<file path="config.mk">
export PLATFORM = sky130hd
export DESIGN_NAME = rot8_imm_encoder
export DESIGN_NICKNAME = d
export VERILOG_FILES = /design/src/rtl/rot8_imm_encoder.sv
export SDC_FILE = /design/constraint.sdc
export NUM_CORES = 1
export LEC_CHECK = 0
export ABC_AREA = 0
export BUFFER_PORTS_ARGS = -buffer_cell sky130_fd_sc_hd__buf_2
export CORE_MARGIN = 8
export CORE_UTILIZATION = 40
export CTS_CLUSTER_SIZE = 16
export DETAILED_ROUTE_END_ITERATION = 7
export PLACE_DENSITY_LB_ADDON = 0.1
export SLEW_MARGIN = 20
export SYNTH_ARGS = -nofsm -noshare
export SYNTH_HDL_FRONTEND = slang
export SYNTH_SLANG_ARGS = --single-unit
</file>
<file path="constraint.sdc">
create_clock -name clk -period 0.8 [get_ports clk]
set_input_delay 0.04 -clock clk [delete_from_list [all_inputs] [get_ports clk]]
set_output_delay 0.04 -clock clk [all_outputs]
set_load 0.01 [all_outputs]
</file>
<file path="src/rtl/rot8_imm_encoder.sv">
module rot8_imm_encoder #(
  parameter bit OUT_REG = 1'b1
) (
  input  logic        clk,
  input  logic        rst_n,
  input  logic        in_valid,
  input  logic [31:0] in_value,
  output logic        out_valid,
  output logic        out_encodable,
  output logic [11:0] out_code,
  output logic        out_two_part,
  output logic [31:0] out_part_a,
  output logic [31:0] out_part_b
);
  localparam int WORD_W = 32;
  localparam int PAY_W  = 8;
  localparam int CODE_W = 12;
  localparam logic [WORD_W-1:0] PAY_MASK = WORD_W'((1 << PAY_W) - 1);
  localparam logic [WORD_W-1:0] WRAP_MASK = WORD_W'(6'h3F);

  function automatic logic [WORD_W-1:0] ror32(input logic [WORD_W-1:0] v, input logic [4:0] a);
    return (v >> a) | (v << (6'd32 - {1'b0, a}));
  endfunction

  function automatic logic [WORD_W-1:0] rol32(input logic [WORD_W-1:0] v, input logic [4:0] a);
    return (v << a) | (v >> (6'd32 - {1'b0, a}));
  endfunction

  function automatic logic [4:0] tz32(input logic [WORD_W-1:0] v);
    logic [4:0] n;
    n = '0;
    for (int i = WORD_W - 1; i >= 0; i--)
      if (v[i]) n = 5'(i);
    return n;
  endfunction

  function automatic logic [4:0] pick_rot(input logic [WORD_W-1:0] v);
    logic [4:0] ra, rb;
    if ((v & ~PAY_MASK) == '0) return 5'd0;
    ra = tz32(v) & 5'b11110;
    if ((ror32(v, ra) & ~PAY_MASK) == '0) return 5'd0 - ra;
    if ((v & WRAP_MASK) != '0) begin
      rb = tz32(v & ~WRAP_MASK) & 5'b11110;
      if ((ror32(v, rb) & ~PAY_MASK) == '0) return 5'd0 - rb;
    end
    return 5'd0 - ra;
  endfunction

  logic [4:0]        rot1, rot2;
  logic [WORD_W-1:0] win1, rest1, rest2, aligned;
  logic              enc_c, two_c;
  logic [CODE_W-1:0] code_c;
  logic [WORD_W-1:0] pa_c, pb_c;

  assign rot1    = pick_rot(in_value);
  assign win1    = ror32(PAY_MASK, rot1);
  assign rest1   = in_value & ~win1;
  assign aligned = rol32(in_value, rot1);
  assign enc_c   = (rest1 == '0);
  assign code_c  = enc_c ? {rot1[4:1], aligned[PAY_W-1:0]} : '0;

  assign rot2    = pick_rot(rest1);
  assign rest2   = rest1 & ~ror32(PAY_MASK, rot2);
  assign two_c   = (rest1 != '0) && (rest2 == '0);
  assign pa_c    = two_c ? (in_value & win1) : '0;
  assign pb_c    = two_c ? rest1 : '0;

  if (OUT_REG) begin : g_reg
    logic              vld_q, enc_q, two_q;
    logic [CODE_W-1:0] code_q;
    logic [WORD_W-1:0] pa_q, pb_q;

    always_ff @(posedge clk or negedge rst_n) begin
      if (!rst_n) begin
        vld_q  <= 1'b0;
        enc_q  <= 1'b0;
        two_q  <= 1'b0;
        code_q <= '0;
        pa_q   <= '0;
        pb_q   <= '0;
      end else begin
        vld_q <= in_valid;
        if (in_valid) begin
          enc_q  <= enc_c;
          two_q  <= two_c;
          code_q <= code_c;
          pa_q   <= pa_c;
          pb_q   <= pb_c;
        end
      end
    end

    assign out_valid     = vld_q;
    assign out_encodable = enc_q;
    assign out_two_part  = two_q;
    assign out_code      = code_q;
    assign out_part_a    = pa_q;
    assign out_part_b    = pb_q;
  end else begin : g_comb
    assign out_valid     = in_valid;
    assign out_encodable = enc_c;
    assign out_two_part  = two_c;
    assign out_code      = code_c;
    assign out_part_a    = pa_c;
    assign out_part_b    = pb_c;
  end
endmodule

</file>
==> results.md <==
* CP arrival at 10.09 ns
* Clk pwr share at ~14%
* Starting Density at about 41%
* Leak at approximately 7.7 nW
* CTS buffer count at 9
* Clk sinks at a little under 80
* Flops & latches, synth at between 70 and 80
* Xor and xnor area share after synthesis at less than 1%
* Slew at the pin closest to its max-slew limit at between 0.9 and 1 ns
* Vias at around 16000
* Largest net degree at the start of global routing at 66
* Antenna-violating nets left at 0
* Mux cell area share after synthesis at roughly 6.0%
* FF-to-FF End: out_part_b[31]$_DFFE_PN0P_
* Grt total ovfl at 0
* Share of the yosys chip area belonging to registers at between 10% and 20%
* Power Density at 1650 nW/um^2
* Die Y at approximately 180 um
* Area share of and/or/nand/nor cells after synthesis at 25.7%
* Failing checks: negative setup slack
* RSZ-0062 raised after global routing: true
* Synth Net Count at ~1500
* Initial drt markers at roughly 2300
* I/O Buffers at approximately 110
* Largest buffer count on any clock path at 2
* Total global-route track usage at 38.1%
* Crit path largest cell delay at 0.61 ns
* Synthesized cell area at 11000 um^2
* Vias in the first global route at between 15000 and 20000
* Max Fclk at between 0.1 and 0.15 GHz
* Core Box Area at 27000 um^2
* Final Critical Period at between 9 and 10 ns
* Pre-CTS WS at -9.85 ns
* Combinational power share at between 70% and 80%
* Synth Flop Type: dfrtp_1
* P&R area growth vs syn at 66.1%
* CTS tree: built
* Row count at 60
* Design Area, Final at about 18000 um^2
* CP Capture Type: flop
* Adder-cell share of the synthesized area at 1.82%
* Peak supply drop at around 5.4 mV
* Synth Instances at approximately 1500
* Count of non-filler cells in the finished layout at ~2400
* R2R depth at 3
* Clock Latency Late Sink at approximately 0.34 ns
* Critical path type: in2reg
* Post-detail-place hpwl at ~50000 um
* Slowest cell on crit path: or4_1
* FF/Latch Area at roughly 2000 um^2
* Final Max Slew Viols at 0
* Die Area at 33000 um^2
* First-pass GRT wire length at about 97000 um
* Clock Skew at 0 ns
* TritonRoute pass-1 iters at 6
* CTS H-tree lvls at 3
* Placed standard-cell area at 15800 um^2
* Routed len/inst at approximately 28 um
* Multi-input gate area at around 9300 um^2
* Routed Wire Length at ~69000 um
* CP Max Fanout at 8
* Final setup fails at between 150 and 200
* Syn_area_per_cell at roughly 7.5 um^2
* Most common cell on crit path: ha_4
* Status: finished, violations left
* Global placement routability congestion at 1.07
* Critical Path Start: in_value[15]
* Fraction of layout cells with a size suffix above 1 at slightly below 50%
* Post-synth cell types at 115
* RR Startpoint: out_part_b[31]$_DFFE_PN0P_
* Number of fill cells in the layout at approximately 2200
* Final Cycle Share at 1230%
* Setup crit start kind: input pin
* Top Ports at between 100 and 150
* Hold slack at a little under 0.09 ns
* Vias per std cell at approximately 6.7
* Int Power at ~16 mW
* Number of synthesized flops with an enable pin at 0
* Number of synthesis warnings at 0
* Sw Pwr at between 10 and 15 mW
* Antenna cells at 0
* Clock Pin Slew Worst Setup and Hold Paths at 0.06 ns
* Width of the die at 182 um
* Root Driver: clkbuf_16
* Worst hold path type: in2async
* Final Hold Viols at 0
* Setup WS post-layout at -9.06 ns
* Max cap viols at 0
* Post-layout nets at around 2100
* Required time worst endpoint at between 1 and 1.5 ns
* Seq pwr share at 13.3%
* Switching Share at 47.4%
* Largest family of logic cells by synthesized area: compound AO/OA/AOI/OAI gates
* Overall power at 30.0 mW
* Synth Area in Compound Gates at between 30% and 40%
* R2R setup slack at -0.10 ns
* FFs w/ async S/R, synth at 100%
* DRC Markers at 0
* Slew headroom at between 30 and 40%
* Initial antenna violation count at 3
* DP Cell Count at roughly 2300
## final cells by class
type,count,share of cell area [%]
flip-flops and latches,79,10.8
well taps,341,2.34
clock inverters,4,0.281
multi-input cells,1161,51.1
clock buffers,12,1.41
repair buffers,741,31.8
inverters,104,2.29
## worst max path at each step
stage	slack, ns	end
3_3_place_gp	-9.62	out_part_a[13]$_DFFE_PN0P_
4_1_cts	-9.03	out_part_b[7]$_DFFE_PN0P_
6_report	-9.06	out_part_b[4]$_DFFE_PN0P_
5_1_grt	-9.40	out_part_b[4]$_DFFE_PN0P_
2_1_floorplan	-10.09	out_part_b[28]$_DFFE_PN0P_
3_5_place_dp	-9.85	out_part_a[13]$_DFFE_PN0P_
## synthesized netlist by cell type (9+ instances only)
cell      number  area share (%)
o21ai_1       18            0.82
o31ai_2        9             1.0
o32ai_2       39             5.8
clkbuf_1      97             3.3
or2_2         16            0.91
buf_6          9            0.92
buf_2         15            0.68
or4_1         14            0.96
and2_1        13            0.74
nor2_1       126             4.3
o21ai_0       86             3.9
nand3_1       52             2.4
nor3_1        48             2.2
nand2_1      159             5.4
o22ai_1       19             1.1
a31o_2         9            0.72
a31oi_1       31             1.8
nand2b_1      22             1.3
nor4_1        35             2.0
o21a_1         9            0.62
and3_1        13            0.74
a211oi_1      33             2.3
dfrtp_1       79              18
nand4_1       17            0.97
ha_1          16             1.8
a21oi_1       75             3.4
mux2i_1       42             3.8
o32ai_1       21             1.7
inv_1         98             3.3
o211ai_1      23             1.6
## flip-flops by register name (all words and copies together), names as in the netlist
name,count
out_part_b,32
out_two_part,1
out_valid,1
out_code,12
out_part_a,32
out_encodable,1
## metal layers
layer | share of wire [%] | track usage (%) | vias up
li1 | - | - | 6873
met1 | 39 | 50.9 | 7806
met2 | 41 | 54.6 | 1358
met3 | 14 | 11.6 | 341
met4 | 6.1 | 18.7 | 2
met5 | 0.017 | 0 | -
## cells by family (layout without fill, tap and decap cells)
kind of cell / count (synthesis) / after routing
xor gates and xnor gates: 5 / 5
and+or+nand+nor: 558 / 558
adders and majority gates: 16 / 16
DFF: 79 / 79
buffers and inverters: 234 / 861
muxes: 56 / 56
AOI/OAI and AO/OA: 526 / 526
## through the flow
step	utilization, %	TNS, ns
finish	67.7	-669.88
global route	67.7	-696.95
CTS	63.8	-664.79
detailed placement	58.7	-714.84
global placement	58.7	-701.35
floorplan	-	-729.63
## power by group through the flow
| stage | registers [mW] | clock network (mW) | logic [mW] |
|---|---|---|---|
| global placement | 4.07 | 0 | 18.0 |
| global route | 4.00 | 4.51 | 22.4 |
| floorplan | 4.08 | 0 | 9.60 |
| finish | 4.00 | 4.31 | 21.7 |
| detailed placement | 4.07 | 0 | 17.9 |
| CTS | 4.00 | 4.26 | 19.2 |
## worst max-delay path: cells and delay by family
| family | cells | cell delay [ns] |
|---|---|---|
| AOI/OAI and AO/OA | 22 | 4.14 |
| and+or+nand+nor | 11 | 2.26 |
| buffers and inverters | 16 | 1.77 |
| adders and majority gates | 6 | 1.30 |
| muxes | 1 | 0.55 |
## cell usage in the layout, fill, tap and decap left out, types with 8 or more instances in the layout
cell type,instances
and2_1,12
nor4_2,9
nor2_1,116
o211ai_1,23
nand2_1,150
nand4_1,17
ha_4,12
or2_2,15
nor3_1,43
buf_12,11
o21ai_0,70
a21oi_1,68
nor2_4,9
o21a_1,9
dfrtp_1,79
a211oi_1,28
a31oi_1,28
nand2b_1,19
o32ai_4,14
and3_1,12
buf_6,51
o22ai_1,11
mux2i_1,41
o32ai_2,41
o31ai_4,9
buf_4,587
a31o_2,8
o21ai_1,25
nand3_1,47
clkbuf_16,11
or4_1,11
buf_2,83
inv_1,90
o21ai_2,8
nor4_1,27
## what timing repair did
item	CTS	global route
hold endpoints to repair	79	0
pin swaps	54	95
setup endpoints to repair	157	157
resized for setup	98	117
hold buffers	1	0
cloned	2	2
setup buffers	56	39
Note: power is estimated with default switching activity, not from simulation.
